### src/rtl/xcd_pkg.sv
package xcd_pkg;

  localparam int unsigned ADDR_W = 14;
  localparam int unsigned DATA_W = 8;

  typedef logic [ADDR_W-1:0] addr_t;
  typedef logic [DATA_W-1:0] byte_t;

  // Offset of an address from a base. Only meaningful when the address is at or above the base.
  function automatic int unsigned span_offset(addr_t a, int unsigned base);
    return 32'(a) - base;
  endfunction

  // True when the address falls on one of nreg registers spaced (1 << step) apart from base.
  function automatic logic stepped_hit(addr_t a, int unsigned base,
                                       int unsigned step, int unsigned nreg);
    int unsigned off;
    off = span_offset(a, base);
    return (32'(a) >= base) && (off < (nreg << step)) &&
           ((off & ((32'd1 << step) - 32'd1)) == 32'd0);
  endfunction

  // Register number addressed inside a stepped block.
  function automatic int unsigned stepped_index(addr_t a, int unsigned base, int unsigned step);
    return span_offset(a, base) >> step;
  endfunction

  // Address of identity bit n.
  function automatic int unsigned id_slot_addr(int unsigned idbase, int unsigned shift,
                                               int unsigned n);
    return idbase + (n << shift);
  endfunction

endpackage

### src/rtl/xcd_selreg.sv
module xcd_selreg
  import xcd_pkg::*;
#(
  parameter int unsigned SEL_ADDR = 32'h0000,
  parameter int unsigned WIN_BIT  = 5,
  parameter int unsigned CHAN_BIT = 0,
  parameter int unsigned CSEL_W   = 1
) (
  input  logic              clk,
  input  logic              rst_n,
  input  addr_t             addr,
  input  logic              wr_en,
  input  byte_t             wdata,
  output byte_t             sel_q,
  output logic              sel_hit,
  output logic              sel_wr_evt,
  output logic              window_en,
  output logic [CSEL_W-1:0] dma_chan,
  output logic              rom_ptr_clr
);

  assign sel_hit    = (32'(addr) == SEL_ADDR);
  assign sel_wr_evt = wr_en && sel_hit;

  always_ff @(posedge clk or negedge rst_n) begin
    if (!rst_n) begin
      sel_q       <= '0;
      rom_ptr_clr <= 1'b0;
    end else begin
      if (sel_wr_evt) sel_q <= wdata;
      rom_ptr_clr <= sel_wr_evt && (wdata == '0);
    end
  end

  assign window_en = sel_q[WIN_BIT];
  assign dma_chan  = sel_q[CHAN_BIT +: CSEL_W];

endmodule

### src/rtl/xcd_chan_dec.sv
module xcd_chan_dec
  import xcd_pkg::*;
#(
  parameter int unsigned CMD_BASE = 32'h2000,
  parameter int unsigned CTL_ADDR = 32'h2380,
  parameter int unsigned STEP     = 6,
  parameter int unsigned NREG     = 8,
  parameter int unsigned IDX_W    = 3
) (
  input  addr_t            addr,
  input  logic             strobe,
  input  logic             window_en,
  output logic             cs_cmd,
  output logic             cs_ctl,
  output logic [IDX_W-1:0] idx
);

  logic cmd_match;
  logic ctl_match;
  logic [IDX_W-1:0] raw_idx;

  always_comb begin
    cmd_match = stepped_hit(addr, CMD_BASE, STEP, NREG);
    ctl_match = (32'(addr) == CTL_ADDR);
    raw_idx   = IDX_W'(stepped_index(addr, CMD_BASE, STEP));
  end

  assign cs_cmd = strobe && window_en && cmd_match;
  assign cs_ctl = strobe && window_en && ctl_match;
  assign idx    = cs_cmd ? raw_idx : '0;

endmodule

### src/rtl/xcd_id_dec.sv
module xcd_id_dec
  import xcd_pkg::*;
#(
  parameter int unsigned ID_BASE  = 32'h2280,
  parameter int unsigned ID_SHIFT = 2,
  parameter int unsigned ID_BITS  = 4,
  parameter logic [ID_BITS-1:0] BOARD_ID = 4'd3
) (
  input  addr_t addr,
  output logic  id_hit,
  output byte_t id_byte
);

  logic [ID_BITS-1:0] slot_hit;

  for (genvar n = 0; n < ID_BITS; n++) begin : g_slot
    assign slot_hit[n] = (32'(addr) == id_slot_addr(ID_BASE, ID_SHIFT, n));
  end

  assign id_hit  = |slot_hit;
  assign id_byte = {{(DATA_W-1){1'b0}}, |(slot_hit & BOARD_ID)};

endmodule

### src/rtl/xcd_addr_decode.sv
module xcd_addr_decode
  import xcd_pkg::*;
#(
  parameter int unsigned NCHAN       = 2,
  parameter int unsigned SEL_ADDR    = 32'h0000,
  parameter int unsigned WIN_BIT     = 5,
  parameter int unsigned CHAN_BIT    = 0,
  parameter int unsigned CMD_BASE0   = 32'h2000,
  parameter int unsigned CHAN_STRIDE = 32'h1000,
  parameter int unsigned CTL_OFF     = 32'h0380,
  parameter int unsigned REG_STEP    = 6,
  parameter int unsigned NREG        = 8,
  parameter int unsigned ID_BASE     = 32'h2280,
  parameter int unsigned ID_SHIFT    = 2,
  parameter int unsigned ID_BITS     = 4,
  parameter logic [ID_BITS-1:0] BOARD_ID = 4'd3,
  localparam int unsigned IDX_W  = (NREG > 1) ? $clog2(NREG) : 1,
  localparam int unsigned CSEL_W = (NCHAN > 1) ? $clog2(NCHAN) : 1
) (
  input  logic              clk,
  input  logic              rst_n,
  input  logic [13:0]       bus_addr,
  input  logic [7:0]        bus_wdata,
  input  logic              bus_rd,
  input  logic              bus_wr,
  output logic [7:0]        bus_rdata,
  input  logic [7:0]        dev_rdata,
  output logic [NCHAN-1:0]  cs_cmd,
  output logic [NCHAN-1:0]  cs_ctl,
  output logic [IDX_W-1:0]  reg_idx,
  output logic              dev_rd,
  output logic              dev_wr,
  output logic              window_en,
  output logic [CSEL_W-1:0] dma_chan,
  output logic              rom_ptr_clr
);

  // Named internal events, also observed by the bound checker.
  byte_t sel_q;
  logic  sel_hit;
  logic  sel_wr_evt;
  logic  id_hit;
  byte_t id_byte;
  logic  access;
  logic  tf_sel;
  logic [IDX_W-1:0] ch_idx [NCHAN];

  assign access = bus_rd || bus_wr;

  xcd_selreg #(
    .SEL_ADDR(SEL_ADDR), .WIN_BIT(WIN_BIT), .CHAN_BIT(CHAN_BIT), .CSEL_W(CSEL_W)
  ) u_sel (
    .clk(clk), .rst_n(rst_n), .addr(bus_addr), .wr_en(bus_wr), .wdata(bus_wdata),
    .sel_q(sel_q), .sel_hit(sel_hit), .sel_wr_evt(sel_wr_evt),
    .window_en(window_en), .dma_chan(dma_chan), .rom_ptr_clr(rom_ptr_clr)
  );

  for (genvar c = 0; c < NCHAN; c++) begin : g_ch
    xcd_chan_dec #(
      .CMD_BASE(CMD_BASE0 + c * CHAN_STRIDE),
      .CTL_ADDR(CMD_BASE0 + c * CHAN_STRIDE + CTL_OFF),
      .STEP(REG_STEP), .NREG(NREG), .IDX_W(IDX_W)
    ) u_dec (
      .addr(bus_addr), .strobe(access), .window_en(window_en),
      .cs_cmd(cs_cmd[c]), .cs_ctl(cs_ctl[c]), .idx(ch_idx[c])
    );
  end

  xcd_id_dec #(
    .ID_BASE(ID_BASE), .ID_SHIFT(ID_SHIFT), .ID_BITS(ID_BITS), .BOARD_ID(BOARD_ID)
  ) u_id (
    .addr(bus_addr), .id_hit(id_hit), .id_byte(id_byte)
  );

  always_comb begin
    reg_idx = '0;
    for (int c = 0; c < NCHAN; c++) reg_idx |= ch_idx[c];
  end

  assign tf_sel = |{cs_cmd, cs_ctl};
  assign dev_rd = bus_rd && tf_sel;
  assign dev_wr = bus_wr && tf_sel;

  always_comb begin
    bus_rdata = '1;
    if (bus_rd) begin
      if (sel_hit)     bus_rdata = sel_q;
      else if (id_hit) bus_rdata = id_byte;
      else if (tf_sel) bus_rdata = dev_rdata;
    end
  end

endmodule

### config.mk
export PLATFORM = sky130hd
export DESIGN_NAME = xcd_addr_decode
export DESIGN_NICKNAME = d
export VERILOG_FILES = /design/src/rtl/xcd_pkg.sv /design/src/rtl/xcd_selreg.sv /design/src/rtl/xcd_chan_dec.sv /design/src/rtl/xcd_id_dec.sv /design/src/rtl/xcd_addr_decode.sv
export SDC_FILE = /design/constraint.sdc
export NUM_CORES = 1
export LEC_CHECK = 0
export ABC_AREA = 0
export BUFFER_PORTS_ARGS = -buffer_cell sky130_fd_sc_hd__buf_4
export CORE_MARGIN = 2
export CORE_UTILIZATION = 35
export CTS_BUF_LIST = sky130_fd_sc_hd__clkbuf_8 sky130_fd_sc_hd__clkbuf_16
export DETAILED_ROUTE_END_ITERATION = 6
export HOLD_SLACK_MARGIN = 0.05
export PLACE_DENSITY_LB_ADDON = 0.2
export SLEW_MARGIN = 20
export SYNTH_ARGS = -nofsm -noshare
export SYNTH_HDL_FRONTEND = slang
export SYNTH_SLANG_ARGS = --single-unit
### constraint.sdc
create_clock -name clk -period 2.35 [get_ports clk]
set_input_delay 0.47 -clock clk [delete_from_list [all_inputs] [get_ports clk]]
set_output_delay 0.47 -clock clk [all_outputs]
set_load 0.03 [all_outputs]
Word-level counts from Yosys, hierarchy flattened
Index checks and enable logic that the tools add are counted. W data, S select, Z words.

Input port bits: 34. Output and inout port bits: 20. Logic and storage cells: 42. Memories kept: 0. Memory bits (writable): 0. ROM bits: 0. Bits in registers: 9. Bits in latches: 0.

Magnitude comparators: 4. Muxes and demuxes: 6. Reduce and logical (&&, ||, !) cells: 21. Multiply operators: 0. Divide/modulo/power cells: 0. Bitwise logic cells: 1. Equality and inequality tests: 6. Shift operators: 0. Add/sub/neg operators: 2.

Operators with widths (number): $eq A14 B14 Y1 const B (6); $logic_not A32 Y1 (2); $lt A32 B10 Y1 const B (2); $mux W8 (4); $sub A14 B14 Y15 const B (2); $ge A14 B14 Y1 const B (2); $logic_not A14 Y1 (1); $logic_and A1 B1 Y1 (13); $logic_not A8 Y1 (1); $reduce_or A4 Y1 (2); $mux W3 (2); $or A3 B3 Y3 (1); $reduce_or A2 Y1 (1); $logic_or A1 B1 Y1 (1).

Logic depth before layout (Yosys ltp)
Depth after elaboration: 10. Gate-level depth with buffers: 5. Mapped depth without buffers: 4.

By module
Synthesis repeated with hierarchy kept, for this count alone.

Cells, all modules: 124. Area, all modules: 1099.8 sq um.

By module, submodules not included: xcd_selreg (times used 1, cells each 30, area an instance 485.5 sq um, seq. area each 225.2 sq um); xcd_addr_decode (times used 1, cells each 52, area an instance 289.0 sq um, seq. area each 0.0 sq um); xcd_chan_dec (g_ch[0].u_dec) (times used 1, cells each 14, area an instance 115.1 sq um, seq. area each 0.0 sq um); xcd_id_dec (times used 1, cells each 15, area an instance 107.6 sq um, seq. area each 0.0 sq um); xcd_chan_dec (g_ch[1].u_dec) (times used 1, cells each 13, area an instance 102.6 sq um, seq. area each 0.0 sq um).

Least setup slack after synthesis
No wires, ideal clock.

Kind: input to output. Start: input bus_addr[5]. End: output bus_rdata[1]. Setup slack: -4 ps. Stages on the path: 4. Data arrival time: 1884 ps. Cell sequence: nor4_4 nand4_1 o31ai_1 o21ai_0.

Longest elaborated chain between the ends: 10. Elaborated cells on any way between the ends: 29.

Ends and longest elaborated chain: from (decl) (line xcd_addr_decode.sv:22) `input logic [13:0] bus_addr,`; $sub A14 B14 Y15; $lt A32 B10 Y1 (line xcd_pkg.sv:19) `return (32'(a) >= base) && (off < (nreg << step)) &&`; $logic_and A1 B1 Y1 (2 in a row) (line xcd_pkg.sv:19); $logic_and A1 B1 Y1 (line xcd_chan_dec.sv:28) `assign cs_cmd = strobe && window_en && cmd_match;`; $reduce_or A4 Y1 (line xcd_addr_decode.sv:80) `assign tf_sel = |{cs_cmd, cs_ctl};`; $mux W8 (line xcd_addr_decode.sv:89) `else if (tf_sel) bus_rdata = dev_rdata;`; $mux W8 (line xcd_addr_decode.sv:88) `else if (id_hit) bus_rdata = id_byte;`; $mux W8 (*) (line xcd_addr_decode.sv:87) `if (sel_hit) bus_rdata = sel_q;`; $mux W8 (*) (line xcd_addr_decode.sv:86) `if (bus_rd) begin`; to (decl) (line xcd_addr_decode.sv:26) `output logic [7:0] bus_rdata,`.

Mark *: on every way between the ends. The rest lies on a longest branch, timed or not.

Final worst setup path
Start: input bus_addr[10]. End: output bus_rdata[0].

Same word-level chain as after synthesis.

==> impl_metrics.toml <==
[die]
die_h_um = 50.8
initial_utilization_pct = 37.9
fp.dieW_um = 50.8
rows = 16
die_area_um2 = 2580
ios = 54
coreArea_um2 = 2020

[synthesis]
ys_types = 26
synth_area_per_cell_um2 = 9.02
synthesis.area_um2 = 767
synth_nets = 119
ys_warn_count = 0
synthCells = 85
ys_ff_latch = 9
synth_sequential_area_ratio_pct = 29.4

[power_and_ir_drop]
p_per_area_nw_per_um2 = 304
vdd_drop_max_uv = 368
p_leak_uw = 0.000651

[place]
place_hpwl_mm = 1.78
gp_congestion = 0.789
dpl-instance-area_um2 = 1190
pre_cts_ws_ps = 11.2
port_buffers = 53

[detailed_routing]
vias_per_cell = 5.23
antenna_left = 0
drt_iter0_markers = 20
routedWlPerCell_um = 13.3
finalWirelength_mm = 2.27
dr.pass1.iters = 4
via_count = 895
drc_errors = 0

[setup_path]
critPathCapture = "bus_rdata[0]"
critical_path.startpoint = "bus_addr[10]"
end_kind = "primary output"
max_stage_delay_ps = 400
worst_path_max_delay_cell = "nor4_4"
rr_startpoint = "u_sel.sel_q[5]$_DFFE_PN0P_"
worstSetupPathType = "in -> out"
reg2reg_depth = 1
path_cells = "buf_6 > nor4_4 > buf_4 > o2111ai_4 > o32ai_2 > o21ai_0 > buf_4"
start_kind = "input pin"
cp.required_ps = 1880
path_common_cell = "buf_4"
worstPathArrival_ps = 1860
r2r_slack_ps = 1550
timing.rr.end = "u_sel.sel_q[5]$_DFFE_PN0P_"
crit_fanout = 10

[final_layout]
regArea_um2 = 225
fin_util_pct = 66.5
layout.filler_cells = 175
stdcell_area_um2 = 1350
final_cell_mix = "51 x buf_4, 12 x nor2_1, 9 x buf_6, 9 x dfrtp_1"
syn2layout_area_growth_pct = 75.4
multi_input_area_um2 = 538
layout_commonest_cell = "buf_4"
nets = 179
drive_gt1_share_pct = 59.0
n_antenna_cell = 0

[clock_network]
cts-buffers-inserted = 3
clock_sinks = 9
cts_tree = "yes"
clk_pin_slew_ps = 40
htree_levels = 1
clock_path_buffers = 2
clkLatencyLatePin_ps = 220
cts-root-buf = "clkbuf_8"

[worst_hold_path]
hp-class = "in -> async"

[run]
max-cap-violations = 0

[sta]
min_period_ps = 2330
slew_violations = 0
finClkSkew_ps = 0
fin_crit_sh_pct = 99.3
tightest_slew_ps = 411
worst_slack_ps = 17.5
whs_ps = 57.4
rsz0062_at_grt = "true"
finalSetupViolations = 0
slew_headroom_pct = 72.6
fmax_mhz = 429
hold_viol_final = 0

[global_routing]
grt_max_degree = 11
antenna_found_initial = 0
grt_pass1_wl_mm = 3.48
overflow = 0
grt_pass1_vias = 788
grtUsageTotal_pct = 17.4

[status]
outcome = "finished, final reports clean"
-- layout make-up --
cell class                 instances  area share (%)
multi-input combinational         66            40.0
timing repair buffer              60            36.0
sequential                         9            16.7
clock buffer                       3            3.07
tap                               27            2.51
inverter                           5            1.40
clock inverter                     1           0.279
-- worst min-delay path by stage --
stage / slack (ps) / start / to
floorplan: 170 / rst_n / u_sel.rom_ptr_clr$_DFF_PN0_
finish: 60 / rst_n / u_sel.sel_q[7]$_DFFE_PN0P_
global placement: 300 / rst_n / u_sel.sel_q[4]$_DFFE_PN0P_
CTS: 60 / rst_n / u_sel.sel_q[7]$_DFFE_PN0P_
global route: 60 / rst_n / u_sel.sel_q[7]$_DFFE_PN0P_
detailed placement: 300 / rst_n / u_sel.sel_q[7]$_DFFE_PN0P_
-- cell usage after synthesis --
cell,n,area (µm²)
o32ai_1,1,8.76
nand2_1,4,15.0
nor2_1,12,45.0
and4_1,1,8.76
nand3_4,1,17.5
and2_1,3,18.8
o21ai_0,8,40.0
and4b_1,1,10.0
nor4bb_1,1,10.0
clkinv_1,1,3.75
buf_4,4,30.0
nor4_2,1,12.5
inv_1,4,15.0
nor2_2,1,6.26
nand4_1,2,12.5
mux2_4,8,120
nand3_1,2,10.0
nor4_1,2,12.5
nor4_4,1,21.3
o2111ai_2,1,15.0
a31oi_1,8,50.1
dfrtp_1,9,225
nor3_1,6,30.0
o211a_1,1,10.0
o31ai_1,1,7.51
buf_6,1,11.3
-- critical path: cells and delay by family --
kind / cells / cell delay [ps]
buffers and inverters: 3 / 480
AND/OR/NAND/NOR: 1 / 400
AO/OA/AOI/OAI: 3 / 510
-- flip-flops by register name (all words and copies together), names as in the netlist --
register	count
u_sel.sel_q	8
u_sel.rom_ptr_clr	1
-- per-layer routing --
metal	share of wire [%]	vias to the layer above	routed length [µm]	track usage (%)
li1	-	434	-	-
met1	43	425	973	22.5
met2	52	36	1180	30.5
met3	5.4	0	123	2.63
met4	0	0	0	4.05
met5	0	-	0	0
-- through the flow --
step	instances	setup TNS, ps	power [µW]
after floorplan	85	-28.5	175
after global placement	165	0	235
after detailed placement	165	0	237
after CTS	169	0	407
after global routing	171	-255	428
final	171	0	409
-- logic make-up after synthesis --
family,count (synthesis),share of synthesized area (%)
simple gates,38,30.0
flops,9,29.4
compound gates,20,17.1
buf+inv,10,7.83
mux,8,15.7
-- power by group --
group / leakage (µW) / internal [µW] / switching (µW)
logic: 0.000498 / 47.6 / 38.5
clock network: 0.0000269 / 113 / 53.6
registers: 0.000126 / 156 / 0.143
-- timing repair --
item | CTS | global route
gates resized for setup | 0 | 28
hold buffers | 0 | 0
setup buffers | 0 | 2
setup endpoints to repair | 0 | 8
No activity file was read; power rests on OpenSTA's default activity.
